`src/rtl/tbase_pkg.sv`:
```
package tbase_pkg;
  localparam int PRESC_W = 8;
  localparam int BIT_SRC = PRESC_W;
  localparam int BIT_IEN = PRESC_W + 1;
  localparam int BIT_OVF = PRESC_W + 2;
  localparam int CTRL_W  = PRESC_W + 3;
  localparam logic ADDR_CTRL = 1'b0;
  localparam logic ADDR_CNT  = 1'b1;

  typedef struct packed {
    logic               ovf_flag;
    logic               irq_en;
    logic               src_ext;
    logic [PRESC_W-1:0] presc;
  } ctrl_t;
endpackage

```
`src/rtl/tbase_sync_edge.sv`:
```
module tbase_sync_edge #(
  parameter int STAGES = 2
) (
  input  logic clk_i,
  input  logic rst_n,
  input  logic pin_i,
  output logic rise_o
);
  logic [STAGES:0] sh_q;
  logic [STAGES:0] sh_d;

  always_comb begin
    sh_d = {sh_q[STAGES-1:0], pin_i};
  end

  always_ff @(posedge clk_i or negedge rst_n) begin
    if (!rst_n) sh_q <= '0;
    else        sh_q <= sh_d;
  end

  assign rise_o = sh_q[STAGES-1] & ~sh_q[STAGES];
endmodule

```
`src/rtl/tbase_prescaler.sv`:
```
module tbase_prescaler #(
  parameter int W = 8
) (
  input  logic         clk_i,
  input  logic         rst_n,
  input  logic         src_tick_i,
  input  logic [W-1:0] div_i,
  output logic         tick_o
);
  logic [W-1:0] cnt_q, cnt_d;
  logic [W-1:0] lim_q, lim_d;
  logic         terminal;

  assign terminal = (cnt_q == lim_q);
  assign tick_o   = src_tick_i & terminal;

  always_comb begin
    cnt_d = cnt_q;
    lim_d = lim_q;
    if (src_tick_i) begin
      if (terminal) begin
        cnt_d = '0;
        lim_d = div_i;
      end else begin
        cnt_d = cnt_q + 1'b1;
      end
    end
  end

  always_ff @(posedge clk_i or negedge rst_n) begin
    if (!rst_n) begin
      cnt_q <= '0;
      lim_q <= '0;
    end else begin
      cnt_q <= cnt_d;
      lim_q <= lim_d;
    end
  end
endmodule

```
`src/rtl/tbase_counter.sv`:
```
module tbase_counter #(
  parameter int W = 24
) (
  input  logic         clk_i,
  input  logic         rst_n,
  input  logic         tick_i,
  output logic [W-1:0] cnt_o,
  output logic         wrap_o
);
  logic [W-1:0] cnt_q, cnt_d;

  assign wrap_o = tick_i & (&cnt_q);
  assign cnt_o  = cnt_q;

  always_comb begin
    cnt_d = cnt_q;
    if (tick_i) cnt_d = cnt_q + 1'b1;
  end

  always_ff @(posedge clk_i or negedge rst_n) begin
    if (!rst_n) cnt_q <= '0;
    else        cnt_q <= cnt_d;
  end
endmodule

```
`src/rtl/tbase_regs.sv`:
```
module tbase_regs
  import tbase_pkg::*;
(
  input  logic              clk_i,
  input  logic              rst_n,
  input  logic              wr_i,
  input  logic              addr_i,
  input  logic [CTRL_W-1:0] wdata_i,
  input  logic              wrap_i,
  output ctrl_t             ctrl_o
);
  ctrl_t ctrl_q, ctrl_d;
  logic  ctrl_wr;

  assign ctrl_wr = wr_i & (addr_i == ADDR_CTRL);

  always_comb begin
    ctrl_d = ctrl_q;
    if (ctrl_wr) begin
      ctrl_d.presc   = wdata_i[PRESC_W-1:0];
      ctrl_d.src_ext = wdata_i[BIT_SRC];
      ctrl_d.irq_en  = wdata_i[BIT_IEN];
    end
    if (wrap_i)                           ctrl_d.ovf_flag = 1'b1;
    else if (ctrl_wr && wdata_i[BIT_OVF]) ctrl_d.ovf_flag = 1'b0;
  end

  always_ff @(posedge clk_i or negedge rst_n) begin
    if (!rst_n) ctrl_q <= '0;
    else        ctrl_q <= ctrl_d;
  end

  assign ctrl_o = ctrl_q;
endmodule

```
`src/rtl/tbase_timer.sv`:
```
module tbase_timer
  import tbase_pkg::*;
#(
  parameter int CNT_W       = 24,
  parameter int SYNC_STAGES = 2
) (
  input  logic              clk_i,
  input  logic              rst_ni,
  input  logic              ext_clk_i,
  input  logic              reg_wr_i,
  input  logic              reg_addr_i,
  input  logic [CTRL_W-1:0] reg_wdata_i,
  output logic [CNT_W-1:0]  reg_rdata_o,
  output logic [CNT_W-1:0]  timebus_o,
  output logic              ovf_irq_o
);
  localparam int PAD_W = CNT_W - CTRL_W;

  logic [1:0]       rs_q;
  logic             rst_n;
  logic             ext_rise;
  logic             src_tick;
  logic             cnt_tick;
  logic             wrap;
  logic [CNT_W-1:0] cnt;
  ctrl_t            ctrl_q;

  // asynchronous assert, synchronous release
  always_ff @(posedge clk_i or negedge rst_ni) begin
    if (!rst_ni) rs_q <= '0;
    else         rs_q <= {rs_q[0], 1'b1};
  end
  assign rst_n = rs_q[1];

  tbase_sync_edge #(.STAGES(SYNC_STAGES)) u_sync (
    .clk_i (clk_i),
    .rst_n (rst_n),
    .pin_i (ext_clk_i),
    .rise_o(ext_rise)
  );

  assign src_tick = ctrl_q.src_ext ? ext_rise : 1'b1;

  tbase_prescaler #(.W(PRESC_W)) u_presc (
    .clk_i     (clk_i),
    .rst_n     (rst_n),
    .src_tick_i(src_tick),
    .div_i     (ctrl_q.presc),
    .tick_o    (cnt_tick)
  );

  tbase_counter #(.W(CNT_W)) u_cnt (
    .clk_i (clk_i),
    .rst_n (rst_n),
    .tick_i(cnt_tick),
    .cnt_o (cnt),
    .wrap_o(wrap)
  );

  tbase_regs u_regs (
    .clk_i  (clk_i),
    .rst_n  (rst_n),
    .wr_i   (reg_wr_i),
    .addr_i (reg_addr_i),
    .wdata_i(reg_wdata_i),
    .wrap_i (wrap),
    .ctrl_o (ctrl_q)
  );

  always_comb begin
    if (reg_addr_i == ADDR_CNT) reg_rdata_o = cnt;
    else                        reg_rdata_o = {{PAD_W{1'b0}}, ctrl_q};
  end

  assign timebus_o = cnt;
  assign ovf_irq_o = ctrl_q.ovf_flag & ctrl_q.irq_en;
endmodule

```
`config.mk`:
```
export PLATFORM = sky130hd
export DESIGN_NAME = tbase_timer
export DESIGN_NICKNAME = d
export VERILOG_FILES = /design/src/rtl/tbase_pkg.sv /design/src/rtl/tbase_sync_edge.sv /design/src/rtl/tbase_prescaler.sv /design/src/rtl/tbase_counter.sv /design/src/rtl/tbase_regs.sv /design/src/rtl/tbase_timer.sv
export SDC_FILE = /design/constraint.sdc
export NUM_CORES = 1
export LEC_CHECK = 0
export ABC_AREA = 1
export BUFFER_PORTS_ARGS = -buffer_cell sky130_fd_sc_hd__buf_2
export CAP_MARGIN = 10
export CORE_ASPECT_RATIO = 0.6
export CORE_MARGIN = 2
export CORE_UTILIZATION = 50
export CTS_CLUSTER_SIZE = 20
export DETAILED_ROUTE_END_ITERATION = 10
export HOLD_SLACK_MARGIN = 0.08
export PLACE_DENSITY = 0.76
export SLEW_MARGIN = 10
export SYNTH_ARGS = -nofsm -noshare
export SYNTH_HDL_FRONTEND = slang
export SYNTH_SLANG_ARGS = --single-unit
```
`constraint.sdc`:
```
create_clock -name clk_i -period 1.9 [get_ports clk_i]
set_clock_uncertainty 0.15 [all_clocks]
set_input_delay 0.095 -clock clk_i [delete_from_list [all_inputs] [get_ports clk_i]]
set_output_delay 0.095 -clock clk_i [all_outputs]
set_load 0.01 [all_outputs]
```
==> flow_summary.yaml, run 1 <==
routing:
  ant_nets: 0
  via_count: 3255
  wl_per_cell_um: 13.2
  drtIter0Drc: 191
  viasPerCell: 4.82
  first_pass_iters: 6
  drc: 0
  wl_um: 8930
pwr:
  p_leak_uw: 0.00238
  p_comb_frac: 0.298
  p_seq_frac: 0.440
  switching_share: 0.374
  net-switching-power_uw: 1410
  ir_drop_mv: 0.524
  p_per_area_nw_per_um2: 908
  p_int_uw: 2360
  p_clk_frac: 0.262
cts:
  htree_levels: 2
  clock_latency_ps: 300
  ctsRootBufferMaster: "clkbuf_16"
  cts_made_buffers: 5
  cts_num_sinks: 56
  clk_pin_slew_ps: 80
  cts_max_path_buffers: 2
  tritoncts: "built"
placed_design:
  io_buffers: 64
  gp_congestion: 0.928
  dpl.hpwl_um: 6430
global_route:
  grt_pass1_vias: 2999
  grt_start_max_net_pins: 37
  busiest_layer: "met2"
  antenna_found_initial: 0
  use_met3: 0.0478
  grtUsageMet2: 0.383
  grt_overflow: 0
  grt_usage: 0.250
  grt_use_met1: 0.373
  grt_pass1_wl_um: 14800
floorplanning:
  io_pins: 65
  die_area_um2: 7540
  start_util: 0.514
  rows: 23
  die_h_um: 68.0
  die_x_um: 111
  core_um2: 6650
final_layout:
  drive_gt1_frac: 0.204
  layout_common_cells: "250 x nand2_1, 64 x buf_2, 53 x dfrtp_1"
  syn_to_final_growth_pct: 21.6
  final_common_cell: "nand2_1"
  fin_nets: 605
  n_fill_cell: 610
  diodes: 0
sta:
  finalSetupTns_ps: 0
  hold_viol: 0
  finalMaxSlewViolations: 0
  fmax_mhz: 570
  period_needed_ps: 1760
  tightest_slew_ps: 796
  setup_viol: 0
  max_slew_margin: 0.467
  grt_setup_unrepaired: "false"
  fin_crit_sh: 0.924
  whs_ps: 85.8
synth:
  synth_nets: 523
  syn_inst: 505
  synth_cell_types: 25
  yosysSeqAreaShare: 0.410
  synth_seq_cells: 56
  yosys_warnings: 0
  syn_area_um2: 3420
  synth_area_per_cell_um2: 6.77
setup_path:
  crit_path_start_kind: "flop"
  worstPathMaxFanout: 36
  crit_required_ps: 1940
  end_kind: "flop"
  setup.worst_path.class: "flop to flop"
  worstPathArrival_ps: 1800
min_path:
  hp-class: "flop to asynchronous set/reset pin"
run_status:
  status: "completed"
run:
  maxCapViolCount: 0
-- power by group through the flow --
stage                     clock [uW]  combinational [uW]  sequential, uW
after detailed placement           0                1080            1680
after global routing            1050                1290            1700
after CTS                       1000                1120            1650
final                            990                1120            1660
after global placement             0                1030            1670
after floorplan                    0                 834            1630
-- what timing repair did --
item                       4_1_cts  5_1_grt
resized for setup                0        4
setup endpoints to repair        0        2
hold buffers                    15        0
hold endpoints to repair        32        0
buffers inserted                 0        0
-- state kept, by name, summed over array words and instances, names as in the netlist --
register / flops
u_cnt.cnt_o: 24
u_regs.ctrl_o: 11
u_presc.cnt_q: 8
u_presc.lim_q: 8
u_sync.sh_q: 3
rs_q: 2
-- cell usage after synthesis --
master    count  area [um2]
nand2_1     250         938
dfrtp_1      56        1400
inv_1        50         188
nor2_1       45         169
nand3_1      19        95.1
inv_2        14        52.6
xor2_1       11        96.3
mux2_2        9         101
o21ai_0       7        35.0
buf_6         6        67.6
xnor2_1       6        52.6
clkbuf_1      4        15.0
nand4_1       4        25.0
nor2_2        4        25.0
o21ai_1       4        20.0
nand2_2       3        18.8
nand3_2       3        30.0
buf_2         2        10.0
ha_1          2        25.0
a21oi_1       1        5.00
conb_1        1        3.75
nand2_4       1        11.3
nand3b_1      1        7.51
nor2_8        1        20.0
nor3_1        1        5.00
-- routing by layer --
metal  vias to the layer above  wire length (um)
met2                       100              3630
met1                      1467              4520
li1                       1678                 -
met3                        10               717
met5                         -                 0
met4                         0                64
-- cell families (layout without fill, tap and decap cells) --
kind of cell	after synthesis	after routing	synth area share
fa+ha+maj	2	2	0.00732
flops	56	56	0.410
mux	9	9	0.0296
other cells	1	1	0.00110
xor+xnor	17	17	0.0436
buf+inv	76	159	0.0974
simple gates	332	332	0.393
compound gates	12	12	0.0176
-- worst paths after layout --
kind	start	to	slack, ps	cells past startpoint
max in group asynchronous	rs_q[1]	u_cnt.cnt_o[5]	270	1
min	rs_q[1]	u_regs.ctrl_o[1]	90	1
max reg2reg	u_presc.cnt_q[6]	u_presc.lim_q[6]	140	9
min in group clk_i	u_sync.sh_q[0]	u_sync.sh_q[1]	200	0
min reg2reg	rs_q[1]	u_regs.ctrl_o[1]	90	1
max	u_presc.cnt_q[6]	u_presc.lim_q[6]	140	9
-- cell type report --
type,count,area (um2),area share
multi-input combinational,373,1690,0.407
timing repair buffer,87,556,0.134
sequential,56,1410,0.338
tap,87,109,0.0262
clock buffer,5,125,0.0301
clock inverter,3,28.8,0.00693
inverter,64,240,0.0578
-- worst max-delay path, stage by stage, from the launching register on --
cell and delay [ps]:
dfrtp_1 420, inv_2 60, nand2_1 50, nand2_1 70, nor2_1 140, nand2_1 80
nor2_2 170, nand2_4 270, nand2_1 150, nand2_1 80
-- stage by stage --
stage          power (uW)  instance area (um2)   util  setup slack [ps]  instances
5_1_grt              4040                 4160  0.625              10.6        675
2_1_floorplan        2460                 3420      -              75.5        505
3_3_place_gp         2700                 3840  0.578               147        652
3_5_place_dp         2760                 3840  0.578               127        652
6_report             3770                 4160  0.625               145        675
4_1_cts              3770                 4150  0.624               115        675
No activity file was read; power rests on OpenSTA's default activity.
==> run 2: changes to the inputs <==
--- a/config.mk
+++ b/config.mk
@@ -5,16 +5,15 @@
 export SDC_FILE = /design/constraint.sdc
 export NUM_CORES = 1
 export LEC_CHECK = 0
-export ABC_AREA = 1
 export BUFFER_PORTS_ARGS = -buffer_cell sky130_fd_sc_hd__buf_2
 export CAP_MARGIN = 10
 export CORE_ASPECT_RATIO = 0.6
 export CORE_MARGIN = 2
-export CORE_UTILIZATION = 50
+export CORE_UTILIZATION = 48
 export CTS_CLUSTER_SIZE = 20
 export DETAILED_ROUTE_END_ITERATION = 10
 export HOLD_SLACK_MARGIN = 0.08
-export PLACE_DENSITY = 0.76
+export PLACE_DENSITY = 0.75
 export SLEW_MARGIN = 10
 export SYNTH_ARGS = -nofsm -noshare
 export SYNTH_HDL_FRONTEND = slang
==> run 2 against run 1 <==
Effect of this change: the run now ends with setup timing left; wire length is 18% lower; final cell count is 32% lower; register-to-register slack worse by 310 ps; area after synthesis is 20% lower; die area is 16% lower; total power is 9.5% lower; design area is 6.2% lower; clock power is 19% lower; hold slack better by 23 ps; clock-buffer cell count stayed put; synthesized cell count is 50% lower; critical path type unchanged; critical endpoint is now u_cnt.cnt_o[17]; largest power group unchanged; highest routed layer unchanged.
==> flow_summary.yaml, run 2 <==
run_status:
  status: "complete, but fails checks"
  violations: "setup timing"
synth:
  synth_nets: 273
  synth_cell_types: 34
  synth_area_per_cell_um2: 10.8
  synth.most_common_cell: "dfrtp_1"
  yosysSeqAreaShare: 0.511
  synthTopCellsByCount: "56 x dfrtp_1, 43 x nand2_1, 21 x mux2_2"
  async_flop_share: 1.00
  synth_seq_cells: 56
  synth_top_cell_area_share: 0.511
  ys.flop_type: "dfrtp_1"
  synth_edf_count: 0
  syn_area_um2: 2740
  synthTopCellsByArea: "dfrtp_1 51%, mux2_2 8.6%, xor2_1 6.1%"
  synth_area_leader_cell: "dfrtp_1"
  syn_inst: 255
  yosys_warnings: 0
sta:
  fmax_mhz: 485
  finalMaxSlewViolations: 0
  hold_viol: 0
  grt_setup_unrepaired: "true"
  period_needed_ps: 2060
  fin_crit_sh: 1.09
  setup_ws_ps: -164
  whs_ps: 108
  setup_viol: 17
routing:
  met3_length_um: 421
  first_pass_iters: 5
  wl_met2_um: 3380
  drtIter0Drc: 117
  via_count: 2328
  wl_um: 7280
  drc: 0
  ant_nets: 0
  top_layer: "met4"
  wl_per_cell_um: 15.8
  viasPerCell: 5.06
  wl_met1_um: 3390
setup_path:
  worstPathMaxFanout: 5
  worstPathArrival_ps: 2140
  cp_cell_sequence: "xor2_1, nor4_2, buf_4, nand3_2, buf_6, nor4_4, xor2_1"
  critPathSlowestCell: "dfrtp_1"
  crit_required_ps: 1980
  crit_buf_inv: 2
  crit_top_cell: "xor2_1"
  end_kind: "flop"
  cp_slowest_stage_delay_ps: 400
  crit_path_start_kind: "flop"
  crit_family: "simple AND/OR/NAND/NOR gates"
  setup.worst_path.class: "flop to flop"
placed_design:
  postPlaceCellArea_um2: 3430
  io_buffers: 64
  gp_congestion: 0.825
  pre_cts_slack_ps: -105
  dpl.hpwl_um: 5000
floorplanning:
  die_area_um2: 6350
  io_pins: 65
  start_util: 0.494
  die_h_um: 62.5
  core_um2: 5540
  die_x_um: 102
  rows: 21
cts:
  cts_made_buffers: 5
  cts_max_path_buffers: 2
  ctsRootBufferMaster: "clkbuf_8"
  clock_latency_ps: 310
  tritoncts: "built"
  clk_pin_slew_ps: 100
  htree_levels: 2
  cts_num_sinks: 56
global_route:
  grt_usage: 0.229
  grt_start_max_net_pins: 31
  grt_overflow: 0
  grt_pass1_vias: 2284
  antenna_found_initial: 0
  grt_pass1_wl_um: 11200
pwr:
  ir_drop_mv: 0.612
  p_per_area_nw_per_um2: 876
  power_uw: 3410
  p_leak_uw: 0.00210
final_layout:
  fin_nets: 397
  largest_reg_flops: 24
  diodes: 0
  drive_gt1_frac: 0.455
  final_util: 0.703
  design_area_um2: 3900
  syn_to_final_growth_pct: 42.1
  final_common_cell: "buf_2"
  layout_common_cells: "64 x buf_2, 54 x dfrtp_1, 44 x buf_4"
run:
  maxCapViolCount: 0
min_path:
  hp-class: "flop to asynchronous set/reset pin"
run 2: cell types whose count changed after synthesis, moves of 12 or more:
cell     change
nand2_1    -207
inv_1       -46
nor2_1      -34
and2_1      +15
inv_2       -14
mux2_2      +12
run 2: layout make-up:
type / count / area, um2
Clock buffer: 5 / 68.8
Clock inverter: 3 / 47.5
Fill cell: 424 / 1650
Inverter: 4 / 15.0
Multi-Input combinational cell: 184 / 1400
Sequential cell: 56 / 1400
Tap cell: 80 / 100
Timing Repair Buffer: 128 / 858
run 2: path summary, 6_finish.rpt:
path                                        from                to  slack [ps]  cells after the start
max in group asynchronous                 rst_ni           rs_q[1]        1000                      3
worst max-delay path            u_presc.cnt_q[3]   u_cnt.cnt_o[17]        -160                      7
worst min-delay path                     rs_q[1]  u_presc.cnt_q[7]         110                      1
min in group clk_i                u_sync.sh_q[0]    u_sync.sh_q[1]         210                      0
worst max register to register  u_presc.cnt_q[3]   u_cnt.cnt_o[17]        -160                      7
worst min register to register           rs_q[1]  u_presc.cnt_q[7]         110                      1
run 2: routing by layer:
layer,up-vias,GRT usage
li1,1109,-
met1,1137,0.329
met2,74,0.356
met3,8,0.0515
met4,0,0.0473
met5,-,0
run 2: what timing repair did:
item	CTS	global route
pin swaps	9	24
setup buffers	2	6
gates resized for setup	13	22
endpoints found under the setup margin	27	37
hold endpoints to repair	14	0
hold buffers	14	0
gates cloned	0	0
run 2: cell families (layout without fill, tap and decap cells):
kind of cell,count (synthesis),after routing,share of synthesized area
AOI/OAI and AO/OA,9,9,0.0187
adders and majority gates,2,2,0.00913
muxes,21,21,0.0863
and+or+nand+nor,116,116,0.236
buffers and inverters,15,140,0.0256
DFF,56,56,0.511
other,1,1,0.00137
xor gates and xnor gates,35,35,0.112
run 2: report_power, final:
part           switching (uW)  internal, uW  total (uW)  leakage (uW)
Combinational             534           546        1080       0.00132
Clock                     399           398         797     0.0000583
Sequential                159          1380        1540      0.000724
Total                    1090          2320        3410       0.00210
run 2: per-stage QoR:
stage / TNS (ps) / cells
detailed placement: -489 / 430
global placement: -141 / 430
global route: -4250 / 460
floorplan: 0 / 255
CTS: -1070 / 454
finish: -1130 / 460
